## config.mk

```make
export PLATFORM = sky130hd
export DESIGN_NAME = dma_page_addr_gen
export DESIGN_NICKNAME = d
export VERILOG_FILES = /design/src/rtl/dma_page_pkg.sv /design/src/rtl/dma_page_regs.sv /design/src/rtl/dma_beat_addr.sv /design/src/rtl/dma_page_addr_gen.sv
export SDC_FILE = /design/constraint.sdc
export NUM_CORES = 1
export LEC_CHECK = 0
export ABC_AREA = 1
export ABC_CLOCK_PERIOD_IN_PS = 3500
export BUFFER_PORTS_ARGS = -buffer_cell sky130_fd_sc_hd__buf_2
export CORE_ASPECT_RATIO = 0.5
export CORE_MARGIN = 2
export CORE_UTILIZATION = 56
export DETAILED_ROUTE_END_ITERATION = 12
export PLACE_DENSITY_LB_ADDON = 0.1
export RECOVER_POWER = 25
export SYNTH_ARGS = -nofsm -noshare
export SYNTH_HDL_FRONTEND = slang
export SYNTH_SLANG_ARGS = --single-unit
```

## constraint.sdc

```tcl
create_clock -name clk -period 3.5 [get_ports clk]
set_input_delay 0.175 -clock clk [delete_from_list [all_inputs] [get_ports clk]]
set_output_delay 0.175 -clock clk [all_outputs]
set_load 0.03 [all_outputs]
```

## src/rtl/dma_page_pkg.sv

```systemverilog
package dma_page_pkg;

    localparam int NUM_CHAN   = 4;
    localparam int CHAN_W     = 2;
    localparam int PAGE_W     = 8;
    localparam int OFS_W      = 16;
    localparam int HI_KEEP    = 7;
    localparam int PHYS_W     = OFS_W + PAGE_W + HI_KEEP;
    localparam int PORT_OFF_W = 3;

    localparam int MODE_DEC_BIT = 5;
    localparam int MODE_TYP_LO  = 2;

    typedef enum logic [1:0] {
        XFER_VERIFY = 2'b00,
        XFER_WRITE  = 2'b01,
        XFER_READ   = 2'b10,
        XFER_ILLEGAL = 2'b11
    } xfer_kind_e;

    typedef struct packed {
        logic              hit;
        logic [CHAN_W-1:0] chan;
    } chan_sel_t;

    typedef struct packed {
        logic [HI_KEEP-1:0] hi;
        logic [PAGE_W-1:0]  lo;
        logic [OFS_W-1:0]   ofs;
    } phys_addr_t;

    typedef struct packed {
        logic       valid;
        phys_addr_t addr;
        logic       suppress;
    } beat_result_t;

    function automatic chan_sel_t decode_offset(input logic [PORT_OFF_W-1:0] off);
        chan_sel_t s;
        s.hit  = 1'b1;
        s.chan = '0;
        unique case (off)
            3'd1: s.chan = 2'd2;
            3'd2: s.chan = 2'd3;
            3'd3: s.chan = 2'd1;
            3'd7: s.chan = 2'd0;
            default: s.hit = 1'b0;
        endcase
        return s;
    endfunction

    function automatic xfer_kind_e mode_kind(input logic [7:0] mode);
        return xfer_kind_e'(mode[MODE_TYP_LO +: 2]);
    endfunction

    function automatic logic [OFS_W-1:0] step_offset(input logic [OFS_W-1:0] base,
                                                     input logic [OFS_W-1:0] pos,
                                                     input logic             dec);
        return dec ? (base - pos) : (base + pos);
    endfunction

endpackage

```

## src/rtl/dma_page_regs.sv

```systemverilog
module dma_page_regs
    import dma_page_pkg::*;
(
    input  logic                              clk,
    input  logic                              rst,
    input  logic                              port_wr,
    input  logic                              port_rd,
    input  logic                              port_hi,
    input  logic [PORT_OFF_W-1:0]             port_off,
    input  logic [PAGE_W-1:0]                 port_wdata,
    output logic [PAGE_W-1:0]                 port_rdata,
    output logic [NUM_CHAN-1:0][PAGE_W-1:0]   lo_page,
    output logic [NUM_CHAN-1:0][PAGE_W-1:0]   hi_page
);

    chan_sel_t sel;
    logic [NUM_CHAN-1:0][PAGE_W-1:0] lo_q, hi_q;

    always_comb sel = decode_offset(port_off);

    for (genvar c = 0; c < NUM_CHAN; c++) begin : g_chan
        logic hit_c;
        always_comb hit_c = port_wr && sel.hit && (sel.chan == CHAN_W'(c));
        always_ff @(posedge clk) begin
            if (rst) begin
                lo_q[c] <= '0;
                hi_q[c] <= '0;
            end else if (hit_c) begin
                if (port_hi) hi_q[c] <= port_wdata;
                else         lo_q[c] <= port_wdata;
            end
        end
    end

    always_comb begin
        port_rdata = '0;
        if (port_rd && sel.hit)
            port_rdata = port_hi ? hi_q[sel.chan] : lo_q[sel.chan];
    end

    assign lo_page = lo_q;
    assign hi_page = hi_q;

    AST_BAD_OFFSET_HOLD: assert property (@(posedge clk) disable iff (rst)
        (port_wr && !sel.hit) |=> ($stable(lo_q) && $stable(hi_q)));
    AST_PAGE_HOLD_IDLE: assert property (@(posedge clk) disable iff (rst)
        (!port_wr) |=> ($stable(lo_q) && $stable(hi_q)));
    AST_WINDOW_SEPARATE: assert property (@(posedge clk) disable iff (rst)
        (port_wr && port_hi) |=> $stable(lo_q));

endmodule

```

## src/rtl/dma_beat_addr.sv

```systemverilog
module dma_beat_addr
    import dma_page_pkg::*;
(
    input  logic                            clk,
    input  logic                            rst,
    input  logic [NUM_CHAN-1:0][PAGE_W-1:0] lo_page,
    input  logic [NUM_CHAN-1:0][PAGE_W-1:0] hi_page,
    input  logic                            beat_req,
    input  logic [CHAN_W-1:0]               beat_chan,
    input  logic [7:0]                      beat_mode,
    input  logic [OFS_W-1:0]                beat_base,
    input  logic [OFS_W-1:0]                beat_pos,
    output beat_result_t                    result
);

    beat_result_t nxt, res_q;

    always_comb begin
        nxt.valid     = beat_req;
        nxt.addr.hi   = hi_page[beat_chan][HI_KEEP-1:0];
        nxt.addr.lo   = lo_page[beat_chan];
        nxt.addr.ofs  = step_offset(beat_base, beat_pos, beat_mode[MODE_DEC_BIT]);
        nxt.suppress  = beat_req && (mode_kind(beat_mode) == XFER_VERIFY);
    end

    always_ff @(posedge clk) begin
        if (rst) begin
            res_q <= '0;
        end else begin
            res_q.valid    <= nxt.valid;
            res_q.suppress <= nxt.suppress;
            if (beat_req) res_q.addr <= nxt.addr;
        end
    end

    assign result = res_q;

    AST_VALID_FOLLOWS_REQ: assert property (@(posedge clk) disable iff (rst)
        beat_req |=> result.valid);
    AST_NO_SPURIOUS_VALID: assert property (@(posedge clk) disable iff (rst)
        !beat_req |=> !result.valid);
    AST_SUPPRESS_GATED: assert property (@(posedge clk) disable iff (rst)
        !result.valid |-> !result.suppress);
    AST_VERIFY_SUPPRESSED: assert property (@(posedge clk) disable iff (rst)
        (beat_req && beat_mode[3:2] == 2'b00) |=> result.suppress);

endmodule

```

## src/rtl/dma_page_addr_gen.sv

```systemverilog
module dma_page_addr_gen
    import dma_page_pkg::*;
(
    input  logic                  clk,
    input  logic                  rst,
    input  logic                  port_wr,
    input  logic                  port_rd,
    input  logic                  port_hi,
    input  logic [PORT_OFF_W-1:0] port_off,
    input  logic [PAGE_W-1:0]     port_wdata,
    output logic [PAGE_W-1:0]     port_rdata,
    input  logic                  beat_req,
    input  logic [CHAN_W-1:0]     beat_chan,
    input  logic [7:0]            beat_mode,
    input  logic [OFS_W-1:0]      beat_base,
    input  logic [OFS_W-1:0]      beat_pos,
    output logic                  out_valid,
    output logic [PHYS_W-1:0]     out_phys,
    output logic                  out_suppress
);

    logic [NUM_CHAN-1:0][PAGE_W-1:0] lo_page, hi_page;
    beat_result_t res;

    dma_page_regs u_regs (
        .clk        (clk),
        .rst        (rst),
        .port_wr    (port_wr),
        .port_rd    (port_rd),
        .port_hi    (port_hi),
        .port_off   (port_off),
        .port_wdata (port_wdata),
        .port_rdata (port_rdata),
        .lo_page    (lo_page),
        .hi_page    (hi_page)
    );

    dma_beat_addr u_beat (
        .clk       (clk),
        .rst       (rst),
        .lo_page   (lo_page),
        .hi_page   (hi_page),
        .beat_req  (beat_req),
        .beat_chan (beat_chan),
        .beat_mode (beat_mode),
        .beat_base (beat_base),
        .beat_pos  (beat_pos),
        .result    (res)
    );

    assign out_valid    = res.valid;
    assign out_phys     = res.addr;
    assign out_suppress = res.suppress;

endmodule

```

# Word level (Yosys, flattened, before mapping)
# Index checks and enable logic that the tools add are counted.
dict set report op_classes {
  add_sub_neg 2
  order_cmp 2
  eq_ne 7
  muxes 13
  bitwise 1
  n_reduce_logical 18
}
# op count
set op_table {}
lappend op_table {{8-bit binary-select mux with 2-bit select} 4}
lappend op_table {{8-bit 2-to-1 mux} 5}
lappend op_table {{16-bit adder} 1}
lappend op_table {{16-bit 2-to-1 mux} 1}
lappend op_table {{2-bit AND reduction} 8}
lappend op_table {{16-bit subtractor} 1}
lappend op_table {{1-bit logical AND} 7}
lappend op_table {{7-bit 2-to-1 mux} 1}
lappend op_table {{3-bit by 2-bit equality test with 1-bit output (second input constant)} 2}
lappend op_table {{2-bit by 3-bit < comparator with 1-bit output (second input constant)} 2}
lappend op_table {{2-bit one-hot mux with 3 select lines} 1}
lappend op_table {{2-bit equality test (second input constant)} 2}
lappend op_table {{2-bit logical NOT} 2}
lappend op_table {{4-bit OR reduction} 1}
lappend op_table {{3-bit by 1-bit equality test with 1-bit output (second input constant)} 1}
lappend op_table {{3-bit equality test (second input constant)} 1}
lappend op_table {{2-bit by 1-bit equality test with 1-bit output (second input constant)} 1}
lappend op_table {{1-bit 2-to-1 mux} 1}
lappend op_table {{1-bit NOT} 1}
dict set report word_totals {
  ff_bits 97
  in_bits 59
  out_inout_bits 41
  wordCells 56
}

# Longest topological paths before layout
dict set report logic_depth {
  depth_word 6
  mapped_depth 20
  mapped_depth_nobuf 20
}

# By module
# From an unflattened synthesis, not the netlist that was laid out.
dict set report hier_totals {
  cells_unflattened 917
  area_unflattened_um2 5949.5
}
# mod n_inst cells_per_inst area_each_um2 seq_area_each_um2
set modules_own_cells {}
lappend modules_own_cells {dma_page_regs 1 457 3036.7 1281.2}
lappend modules_own_cells {dma_beat_addr 1 460 2912.8 660.6}

# Least setup slack after synthesis
# Ideal clock, no wire load.
dict set report synth_path {
  kind {input to register}
  from {input port beat_pos[3]}
  to {register u_beat.res_q (netlist bit u_beat.result[15])}
  setup_ns 0.109
  arrival_ns 2.111
  required_ns 3.391
  setup_slack_ns 1.280
  path_stages 15
  path_buffers 0
  path_cell_list {nor2_1 -> nand2_1 -> o21ai_0 -> o21ai_0 -> xor2_1 -> inv_1 -> ha_1 -> a21oi_1 -> o21ai_0 -> a21oi_1 -> nand2_1 -> nand2_1 -> nand3_1 -> nand2_1 -> inv_1}
}
dict set report synth_via {
  elab_chain_cells 2
  elab_cells_between_ends 3
  classes_between {add/sub: 2; mux: 1}
}
# element line
set synth_rtl {}
lappend synth_rtl {{start: declaration} dma_page_addr_gen.sv:16} ;# input logic [OFS_W-1:0] beat_pos,
lappend synth_rtl {{16-bit adder or 16-bit subtractor (tied branches)} dma_page_pkg.sv:59} ;# return dec ? (base - pos) : (base + pos);
lappend synth_rtl {{16-bit 2-to-1 mux (*)} dma_page_pkg.sv:59}
lappend synth_rtl {{end: declaration} dma_beat_addr.sv:16} ;# beat_result_t nxt, res_q;
# Mark *: on every way between the ends. The rest lies on a longest branch, timed or not.
# A chain may end at the register's enable or synchronous reset.

# Worst setup path after layout
dict set report layout_path {
  from {input port beat_pos[5]}
  to {register u_beat.res_q (netlist bit u_beat.result[14])}
}
# The elaborated chain is that of the path after synthesis.

==> out/qor.csv <==
metric,value,unit
outcome,"complete, no violations",
dpl.cell_count,1021,
mostFrequentLayoutCells,"121 x inv_1, 118 x o21ai_0, 117 x a21oi_1, 103 x nand2_1, 97 x dfxtp_1",
worstHoldStart,port_wdata[2],
grt.total_usage,28.8,%
n_antenna_cell,0,
dp_hpwl,10.2,mm
dieArea,10700,um2
synth_compound_area_share,26.6,%
ff2ff_setup_slack,2.45,ns
netlist_instances,825,
synth-xor-area-share,3.18,%
die-height,74.2,um
cpMostUsedCell,nor2_1,
gp_congestion,0.854,
hold_viol,0,
cap_violations,0,
port_buffers,94,
hold_slack,0.184,ns
maxSlewHeadroom,23.4,%
p_per_area,446,nW/um2
crit_type,in -> reg,
cts_sinks,97,
clkLatencyLatePin,0.35,ns
path_cells,buf_2 > nor3_1 > nand3_1 > nor2_1 > a21oi_1 > xor2_1 > inv_1 > ha_1 > nand2_1 > inv_1 > a21oi_1 > nor2_1 > nor2_1 > a21oi_1 > nor2_1 > nor2_1,
layout.cells.non_filler,1039,
layout.nets,975,
power_frac_clock,35.1,%
worst_hold_path.num_cells,3,
worst_path_max_delay_cell,ha_1,
p_int,1.93,mW
synthAdderAreaFrac,3.99,%
grt_pass1_vias,4880,
synth-simple-area-share,19.5,%
drive_above_1_share,10.6,%
worstPathRequired,3.74,ns
reg2reg_depth,6,
grt_max_degree,79,
end_kind,flip-flop,
worst_hold_path_type,in -> reg,
ir_drop,0.000226,V
crit_buf_inv,3,
netlist_area,5510,um2
overflow,0,
start_util,58.0,%
dpl-instance-area,6030,um2
synth_top_family_by_area,compound AO/OA/AOI/OAI gates,
fillers,924,
ctsHtreeMaxLevel,3,
final_common_cell,inv_1,
period_needed,2.30,ns
routed_wl,15.2,mm
syn_nets,901,
initialDrtViolationCount,545,
wl_per_cell,14.6,um
fp.coreArea,9510,um2
timing.fmax,436,MHz
synth_mux_area_share,0,%
hold_path_end,u_regs.lo_page[2]$_SDFFE_PP0P_,
p_leak,2.85,nW
area_delta_synth_final,14.1,%
tightest_slew,1.15,ns
startpoint_type,primary input,
worstPathArrival,2.53,ns
ys_ff_latch,97,
yosys.cell_types.count,36,
pin_count,100,
fin_total_pwr,2.80,mW
antenna_left,0,
syn_avg_cell_area,6.68,um2
crit_fanout,4,
numCtsBuffers,9,
firstDrtPassIters,5,
drc_errors,0,
rsz0062_at_grt,false,
p_sw_share,31.0,%
via_per_inst,5.42,
die_width,144,um
r2r_end,u_beat.result[24]$_SDFFE_PP0P_,
final.period_utilization,65.6,%
cts_tree,built,
cp_top_family,simple AND/OR/NAND/NOR gates,
yosysSeqAreaShare,35.2,%
cts-root-buf,clkbuf_16,
yosys_warnings,0,
fin_skew,0.00589,ns
clockBufferDepth,2,
cts_setup_buffers,0,
seq_power_share,42.0,%
switchingPower,0.870,mW
rows,25,
antenna_found_initial,0,
clk_pin_slew,0.06,ns
tns,0,ns
critPathMaxStageDelay,0.34,ns
report.final.slew_viol_count,0,
grt_pass1_wl,23.9,mm
fin_area,6290,um2
cp-startpoint,beat_pos[5],
p_comb_share,22.9,%
setup_violations,0,
num_vias,5630,
rr_startpoint,u_regs.lo_page[7]$_SDFFE_PP0P_,
-- synthesized netlist by cell type --
cell type | instances | area share (%)
inv_2 | 6 | 0.41
nor3_2 | 1 | 0.18
ha_1 | 16 | 3.6
buf_2 | 11 | 1.0
xor2_1 | 13 | 2.1
nand2_2 | 3 | 0.34
dfxtp_1 | 97 | 35
o31ai_1 | 1 | 0.14
fa_1 | 1 | 0.36
nor2_1 | 76 | 5.2
nand3_1 | 49 | 4.4
clkbuf_1 | 22 | 1.5
a21oi_1 | 117 | 11
o22ai_1 | 15 | 1.7
a31oi_1 | 2 | 0.23
o21a_1 | 1 | 0.14
nand3_2 | 3 | 0.54
o211ai_1 | 17 | 2.3
buf_1 | 4 | 0.27
nor3_4 | 2 | 0.59
o21ai_1 | 4 | 0.36
a211oi_1 | 1 | 0.14
a21boi_1 | 1 | 0.14
clkinv_1 | 1 | 0.068
nand3b_1 | 1 | 0.14
o21ai_0 | 118 | 11
nor3_1 | 5 | 0.45
or2_2 | 1 | 0.11
nand2_1 | 102 | 6.9
o21bai_1 | 1 | 0.14
nor4_1 | 1 | 0.11
or2_0 | 1 | 0.11
inv_1 | 121 | 8.2
xnor2_1 | 7 | 1.1
and3_1 | 1 | 0.11
nand4_1 | 2 | 0.23
-- metal layers --
layer / wire length [um] / vias up / GRT usage, %
met5: 0 / - / 0
met4: 286 / 0 / 10.5
met3: 1290 / 28 / 5.15
met2: 6650 / 220 / 47.3
met1: 6950 / 2501 / 38.8
li1: - / 2881 / -
-- cells by family after synthesis --
logic type,count (synthesis)
buffers and inverters,165
flip-flops,97
XOR/XNOR,20
adder cells (fa/ha/maj),17
AO/OA/AOI/OAI,278
AND/OR/NAND/NOR,248
-- state kept, by name (all words and copies together), names as in the netlist --
register / count
u_beat.result: 33
u_regs.hi_page: 32
u_regs.lo_page: 32
-- how the worst max path moves through the flow --
| stage | depth (start not counted) | slack (ns) | end |
|---|---|---|---|
| CTS | 16 | 1.25 | u_beat.result[14]$_SDFFE_PP0P_ |
| global placement | 17 | 0.98 | u_beat.result[14]$_SDFFE_PP0P_ |
| global route | 16 | 0.98 | u_beat.result[14]$_SDFFE_PP0P_ |
| finish | 16 | 1.20 | u_beat.result[14]$_SDFFE_PP0P_ |
| detailed placement | 16 | 0.89 | u_beat.result[14]$_SDFFE_PP0P_ |
| floorplan | 15 | 1.28 | u_beat.result[15]$_SDFFE_PP0P_ |
-- metrics by stage --
step           setup slack, ns  util (%)
6_report                  1.20      66.1
5_1_grt                  0.984      66.1
4_1_cts                   1.25      66.7
3_5_place_dp             0.895      63.4
3_3_place_gp             0.976      63.4
2_1_floorplan             1.28         -
-- tightest hold or removal path: stages --
cell and delay [ns]:
buf_2 0.16, nand3_1 0.09, a21oi_1 0.06
-- repair_timing --
| item | CTS | global route |
|---|---|---|
| hold endpoints to repair | 1 | 0 |
| hold buffers | 2 | 0 |
| resized for setup | 0 | 0 |
-- power groups by stage --
stage          registers, mW  clock network, mW  logic [mW]
6_report                1.18              0.985       0.641
5_1_grt                 1.18               1.03       0.720
4_1_cts                 1.18              0.993       0.646
3_5_place_dp            1.20                  0       0.640
3_3_place_gp            1.20                  0       0.631
2_1_floorplan           1.27                  0       0.390
-- area by class of cell --
type / count / area, um2 / area share [%]
timing repair buffer: 100 / 484 / 7.70
tap: 135 / 169 / 2.69
multi-input combinational: 563 / 2920 / 46.5
inverter: 128 / 480 / 7.64
sequential: 97 / 1940 / 30.9
clock inverter: 3 / 40.0 / 0.637
clock buffer: 13 / 250 / 3.98
(Power assumes the default switching activity.)
